--- config.mk ---
export PLATFORM = sky130hd
export DESIGN_NAME = pin_edge_classifier
export DESIGN_NICKNAME = d
export VERILOG_FILES = /design/src/rtl/pin_edge_classifier.sv
export SDC_FILE = /design/constraint.sdc
export NUM_CORES = 1
export LEC_CHECK = 0
export ABC_AREA = 1
export BUFFER_PORTS_ARGS = -buffer_cell sky130_fd_sc_hd__buf_2
export CAP_MARGIN = 20
export CORE_AREA = 3 3 172 191
export DETAILED_ROUTE_END_ITERATION = 10
export DIE_AREA = 0 0 175 194
export PLACE_DENSITY = 0.77
export SLEW_MARGIN = 0
export SYNTH_ARGS = -nofsm -noshare
export SYNTH_HDL_FRONTEND = slang
export SYNTH_SLANG_ARGS = --single-unit
--- constraint.sdc ---
create_clock -name clk -period 1.73 [get_ports clk]
set_clock_uncertainty 0.05 [all_clocks]
set_input_delay 0.173 -clock clk [delete_from_list [all_inputs] [get_ports clk]]
set_output_delay 0.173 -clock clk [all_outputs]
set_load 0.02 [all_outputs]
--- src/rtl/pin_edge_classifier.sv ---
module pin_edge_classifier #(
  parameter int NPINS  = 64,
  parameter int BANK_W = 32,
  localparam int NBANK  = (NPINS + BANK_W - 1) / BANK_W,
  localparam int PIDX_W = (NPINS > 1) ? $clog2(NPINS) : 1
) (
  input  logic              clk,
  input  logic              rst_n,
  input  logic [NPINS-1:0]  pins_i,
  input  logic              eval_i,
  input  logic              cfg_we_i,
  input  logic [PIDX_W-1:0] cfg_pin_i,
  input  logic [1:0]        cfg_type_i,
  input  logic              en_we_i,
  input  logic [PIDX_W-1:0] en_pin_i,
  input  logic              en_val_i,
  output logic [NPINS-1:0]  rise_o,
  output logic [NPINS-1:0]  fall_o,
  output logic [NPINS-1:0]  hit_o,
  output logic              done_o,
  output logic              cfg_err_o,
  output logic [NBANK-1:0]  bank_en_o,
  output logic [NBANK-1:0]  pend_o
);
  localparam int PADW = NBANK * BANK_W;

  logic [NPINS-1:0] snap, en, rsel, fsel, pins_q, en_nx, refresh;
  logic [PADW-1:0]  en_pad, chg_pad;
  logic [NBANK-1:0] first, chg, any_en;

  always_comb begin
    en_nx = en;
    if (en_we_i) en_nx[en_pin_i] = en_val_i;
    en_pad  = '0;
    chg_pad = '0;
    en_pad[NPINS-1:0]  = en_nx;
    chg_pad[NPINS-1:0] = pins_i ^ pins_q;
  end

  for (genvar b = 0; b < NBANK; b++) begin : g_bank
    assign any_en[b] = |en_pad[b*BANK_W +: BANK_W];
    assign chg[b]    = |chg_pad[b*BANK_W +: BANK_W];
    assign first[b]  = en_we_i && en_val_i && !bank_en_o[b] &&
                       (int'(en_pin_i) / BANK_W == b);
  end

  for (genvar i = 0; i < NPINS; i++) begin : g_pin
    assign refresh[i] = eval_i | first[i / BANK_W];
  end

  logic rej;
  assign rej = cfg_we_i && (cfg_type_i == 2'b00);

  always_ff @(posedge clk) begin
    if (!rst_n) begin
      snap <= '0; en <= '0; rsel <= '0; fsel <= '0; pins_q <= '0;
      rise_o <= '0; fall_o <= '0; done_o <= 1'b0; cfg_err_o <= 1'b0;
      bank_en_o <= '0; pend_o <= '0;
    end else begin
      rise_o    <= eval_i ? (~snap & pins_i & en & rsel) : '0;
      fall_o    <= eval_i ? (snap & ~pins_i & en & fsel) : '0;
      done_o    <= eval_i;
      cfg_err_o <= rej;
      snap      <= (snap & ~refresh) | (pins_i & refresh);
      en        <= en_nx;
      bank_en_o <= any_en;
      pins_q    <= pins_i;
      pend_o    <= ~first & ((pend_o & ~{NBANK{eval_i}}) | (chg & bank_en_o));
      if (cfg_we_i && !rej) begin
        rsel[cfg_pin_i] <= cfg_type_i[0];
        fsel[cfg_pin_i] <= cfg_type_i[1];
      end
    end
  end

  assign hit_o = rise_o | fall_o;

  a_r2_done_follows_eval: assert property (@(posedge clk) disable iff (!rst_n)
    eval_i |=> done_o);
  a_r2_quiet_without_done: assert property (@(posedge clk) disable iff (!rst_n)
    !done_o |-> (rise_o == '0 && fall_o == '0));
  a_r5_reject_keeps_cfg: assert property (@(posedge clk) disable iff (!rst_n)
    rej |=> (rsel == $past(rsel) && fsel == $past(fsel)));
  a_r6_unmask_raises_bank: assert property (@(posedge clk) disable iff (!rst_n)
    (first != '0) |=> ((bank_en_o & $past(first)) == $past(first)));
  a_r9_pend_needs_enable: assert property (@(posedge clk) disable iff (!rst_n)
    ((pend_o & ~$past(pend_o) & ~$past(bank_en_o)) == '0));
endmodule

# Word-level counts from Yosys, hierarchy flattened
# Cells that the tools add are included.
[totals]
regBits = 454
in_bits = 84
output_inout_bits = 198
elab_cells = 64
[classes]
order_cmp = 4
n_mux = 8
bitwise = 22
n_reduce_logical = 19
[op_table]
columns = ["cell", "count"]
rows = [
  ["$and A64 B64 Y64", 8],
  ["$bwmux W64", 3],
  ["$not A64 Y64", 3],
  ["$or A64 B64 Y64", 2],
  ["$reduce_or A32 Y1", 4],
  ["$mux W64", 1],
  ["$xor A64 B64 Y64", 1],
  ["$logic_not A32 Y1", 1],
  ["$lt A6 B7 Y1 const B", 2],
  ["$demux W1 S6", 2],
  ["$ge A6 B1 Y1 const B", 2],
  ["$logic_and A1 B1 Y1", 9],
  ["$and A2 B2 Y2", 3],
  ["$not A2 Y2", 2],
  ["$logic_not A1 Y1", 3],
  ["$logic_not A2 Y1", 1],
  ["$mux W1", 2],
  ["$or A1 B1 Y1", 2],
  ["$or A2 B2 Y2", 1],
  ["$reduce_and A2 Y1", 1],
]

# Depth between registers and ports, before layout
[logic_depth]
depth_word = 7
mapped_depth = 13
ltp_nobuf = 11

# Worst setup path before layout
# OpenSTA, ideal clock, no wires.
[synth_timing]
path_type = "in2reg"
startpoint = "in en_pin_i[2]"
endpoint = "reg bank_en_o[0]"
setup_ps = 132
arrival_ps = 1366
slack_ps = 182
path_stages = 11
cell_sequence = "buf_2 nor2_1 nand3_1 inv_1 nand3_1 nand2_1 nand2_1 nor2_1 nand2_1 nor2_1 a21oi_1"
[synth_between]
elab_chain_cells = 7
[synth_lines]
columns = ["item", "line", "text"]
rows = [
  ["start, declared", "15", "input logic [PIDX_W-1:0] en_pin_i,"],
  ["$lt A6 B7 Y1 (implied by the code) / $ge A6 B1 Y1 (equally long branches)", "33", "if (en_we_i) en_nx[en_pin_i] = en_val_i;"],
  ["$logic_and A1 B1 Y1 (implied by the code)", "33", ""],
  ["$mux W1 (implied by the code)", "33", ""],
  ["$demux W1 S6 *", "33", ""],
  ["$bwmux W64 *", "33", ""],
  ["$mux W64 *", "33", ""],
  ["$reduce_or A32 Y1 *", "41", "assign any_en[b] = |en_pad[b*BANK_W +: BANK_W];"],
  ["end signal, assigned", "66", "bank_en_o <= any_en;"],
  ["end, declared", "22", "output logic [NBANK-1:0] bank_en_o,"],
]
# Every way passes the cells marked *; elsewhere a longest branch is shown, timed or not.
# A chain may end at the register's enable or synchronous reset.

# Worst setup path in the final report
[layout_timing]
startpoint = "in cfg_we_i"
endpoint = "reg rsel[37]"
[layout_between]
elab_chain_cells = 3
[layout_lines]
columns = ["item", "line", "text"]
rows = [
  ["start, declared", "11", "input logic cfg_we_i,"],
  ["$logic_and A1 B1 Y1", "52", "assign rej = cfg_we_i && (cfg_type_i == 2'b00);"],
  ["$logic_not A1 Y1", "69", "if (cfg_we_i && !rej) begin"],
  ["$logic_and A1 B1 Y1 *", "69", ""],
  ["end signal, assigned by index", "70", "rsel[cfg_pin_i] <= cfg_type_i[0];"],
  ["end, declared", "27", "logic [NPINS-1:0] snap, en, rsel, fsel, pins_q, en_nx, refresh;"],
]
# Marked as above.

==> summary.md <==
| Metric | Value |
|---|---|
| Outcome | `completed` |
| Final Max Slew Viols | `0` |
| Overall die width | `175 um` |
| Max Cap Violations | `0` |
| Slew headroom | `0.509` |
| Internal | `16.9 mW` |
| Clock sink count | `454` |
| Worst-margin pin slew | `0.736 ns` |
| RSZ-0062 raised after global routing | `false` |
| CTS H-tree lvls | `2` |
| Mux cell area share after synthesis | `0` |
| Switching part of the total | `0.231` |
| Post-Syn Area | `0.0170 mm^2` |
| Main combinational cell family by area after synthesis | `simple AND/OR/NAND/NOR gates` |
| Critical-path cell list | `dlygate4sd3_1, buf_2, inv_1, a21oi_4, nand4_2, buf_4, nor2_1, o21ai_0, a21oi_1` |
| HP Class | `input port to flop` |
| Post-synthesis sequential area ratio | `0.534` |
| CP startpoint | `cfg_we_i` |
| Final hold violations | `0` |
| Maximum clock rate | `612 MHz` |
| IO buf count | `281` |
| Hold Slack | `0.0374 ns` |
| Total global-route track usage | `0.283` |
| Setup slack after layout | `0.0947 ns` |
| Yosys warning count | `0` |
| Effective utilization at floorplan | `0.547` |
| Post-synth EDFFs | `0` |
| Crit Path Class | `input port to flop` |
| GRT Residual Overflow | `0` |
| Pwr dens | `1020 mW/mm^2` |
| Mean Syn Cell Area | `7.89 um^2` |
| Final Core Density | `0.690` |
| Part of the power in registers | `0.493` |
| Most frequent cells in the layout | `dfxtp_1 (454), nand2_1 (305), buf_2 (280)` |
| Vias | `15900` |
| CP Max Fanout | `5` |
| Synth Area in Adders | `0` |
| Simple-gate share of the synthesized area | `0.247` |
| # DRC | `0` |
| Synth Area in Compound Gates | `0.127` |
| Sw power | `5.07 mW` |
| Gpl congestion | `0.947` |
| Crit path required time | `2.15 ns` |
| Gate Count Post-Synth | `2157` |
| CP Capture Type | `flop` |
| IR drop worst, VDD | `0.923 mV` |
| XOR/XNOR share of the synthesized area | `0.0242` |
| Largest net degree at the start of global routing | `149` |
| Clk_lat worst skew | `0.53 ns` |
| TritonCTS buffer count | `43` |
| Drt pass-1 iters | `5` |
| Pre-CTS setup slack | `-0.133 ns` |
| Commonest non-fill, non-tap cell in the layout | `dfxtp_1` |
| Syn nets | `2241` |
| Arrival time worst endpoint | `2.05 ns` |
| Prevailing post-synth register cell | `dfxtp_1` |
| Area Growth Syn to Fin | `26.2%` |
| P_leak | `10.1 nW` |
| Die Area | `0.0340 mm^2` |
| Vias in the first global route | `15400` |
| CORE AREA | `0.0311 mm^2` |
| Final min period | `1.64 ns` |
| CTS Root Cell | `clkbuf_16` |
| Unique cell type count in the Yosys netlist | `24` |
| Final net count | `2623` |
| CTS tree | `built` |
| Critical path's top delay family | `buffers and inverters` |
| Critical Path Max Stage Delay | `0.54 ns` |
| Clock Power Share | `0.435` |
| R2r startpoint | `bank_en_o[1]` |
| Fin Setup TNS | `0 ns` |
| Avg WL per Cell | `16.6 um` |
| First-pass GRT wire length | `78.8 mm` |
| Post-CTS Setup Repair Bufs | `0` |
| Share of post-route cells with drive strength above 1 | `0.207` |
| Cell Rows | `68` |
| Vias per Instance | `5.30` |
| Clock transition at path regs | `0.07 ns` |
| Worst Reg-to-Reg Cells | `7` |
| Initial DRC Count | `1320` |
| CP startpoint kind | `input port` |
| Die height | `194 um` |
| CP bufs+invs | `4` |
| Final period util | `0.945` |
| Antenna violations before repair | `5` |
| Hold Path Stages | `4` |
| Worst Hold Launch | `cfg_pin_i[3]` |
| Comb pwr share | `0.071` |
| Clk buf depth | `3` |
| Antenna Nets Post-Route | `0` |
| FF+latch count, synth | `454` |
| Async S/R FF share, synth | `0` |
| Critical path depth | `9` |
| Slowest cell on the critical path | `dlygate4sd3_1` |
| IO Pins | `282` |
| Post-DP HPWL | `34.0 mm` |
| WL final | `49.8 mm` |
| Final setup fails | `0` |
==> power by group through the flow <==
stage / Sequential, mW / Clock, mW / Combinational (mW)
after global routing: 10.9 / 10.1 / 1.72
after CTS: 10.8 / 9.66 / 1.54
after floorplan: 11.0 / 0 / 0.815
final: 10.8 / 9.57 / 1.57
after global placement: 11.1 / 0 / 1.37
after detailed placement: 11.1 / 0 / 1.41
==> path summary, 6_finish.rpt <==
path	to	slack, ns
worst min-delay path	rsel[54]	0.04
worst max register to register	flop	0.16
worst min register to register	rise_o[17]	0.39
worst max-delay path	rsel[37]	0.09
==> layer usage <==
metal  wire, um  global-route usage  up-vias
met5         48                   0        -
met2      23900               0.486      543
li1           -                   -     7826
met4       1360              0.0839        8
met1      21500               0.368     7391
met3       3020              0.0450      104
==> tightest hold or removal path: stages <==
cell and delay, ns:
buf_2 0.14, nor2_1 0.11, nand3_1 0.09, a21oi_1 0.06
==> area by class of cell <==
class	instances	area, um^2
fillers	2536	9660
flip-flops and latches	454	9090
multi-input cells	1399	6800
repair buffers	424	2800
clock buffers	59	1240
inverters	217	815
well taps	420	526
clock inverters	18	210
diodes	1	2.50
==> repair_timing <==
| action | 4_1_cts | 5_1_grt |
|---|---|---|
| hold buffers | 66 | 0 |
| hold endpoints to repair | 259 | 0 |
| resized for setup | 0 | 6 |
| setup endpoints to repair | 0 | 43 |
==> cell usage after synthesis (4+ instances only) <==
library cell	n	area, um^2
dfxtp_1	454	9090
nand2_1	307	1150
nor2_1	246	923
o21ai_0	209	1050
inv_1	208	781
a21oi_1	190	951
nand3_1	142	711
or2_2	83	519
clkbuf_1	71	267
nor3_1	70	350
nand4_1	58	363
xnor2_1	37	324
nor4_1	20	125
o21bai_1	19	143
buf_2	12	60.1
xor2_1	10	87.6
inv_2	5	18.8
buf_1	4	15.0
clkinv_1	4	15.0
==> metrics by stage <==
stage / cells / power, mW / area [um^2]
after floorplan: 2157 / 11.9 / 17000
after global placement: 2847 / 12.4 / 19300
after detailed placement: 2847 / 12.5 / 19300
after CTS: 2990 / 22.0 / 21400
after global routing: 2992 / 22.7 / 21500
final: 2992 / 22.0 / 21500
==> logic make-up (layout without fill, tap and decap cells) <==
group / after synthesis / in the layout
simple gates: 932 / 932
flops: 454 / 454
compound gates: 419 / 420
buf+inv: 305 / 718
xor+xnor: 47 / 47
other cells: 0 / 1
Note: power is estimated with default switching activity, not from simulation.
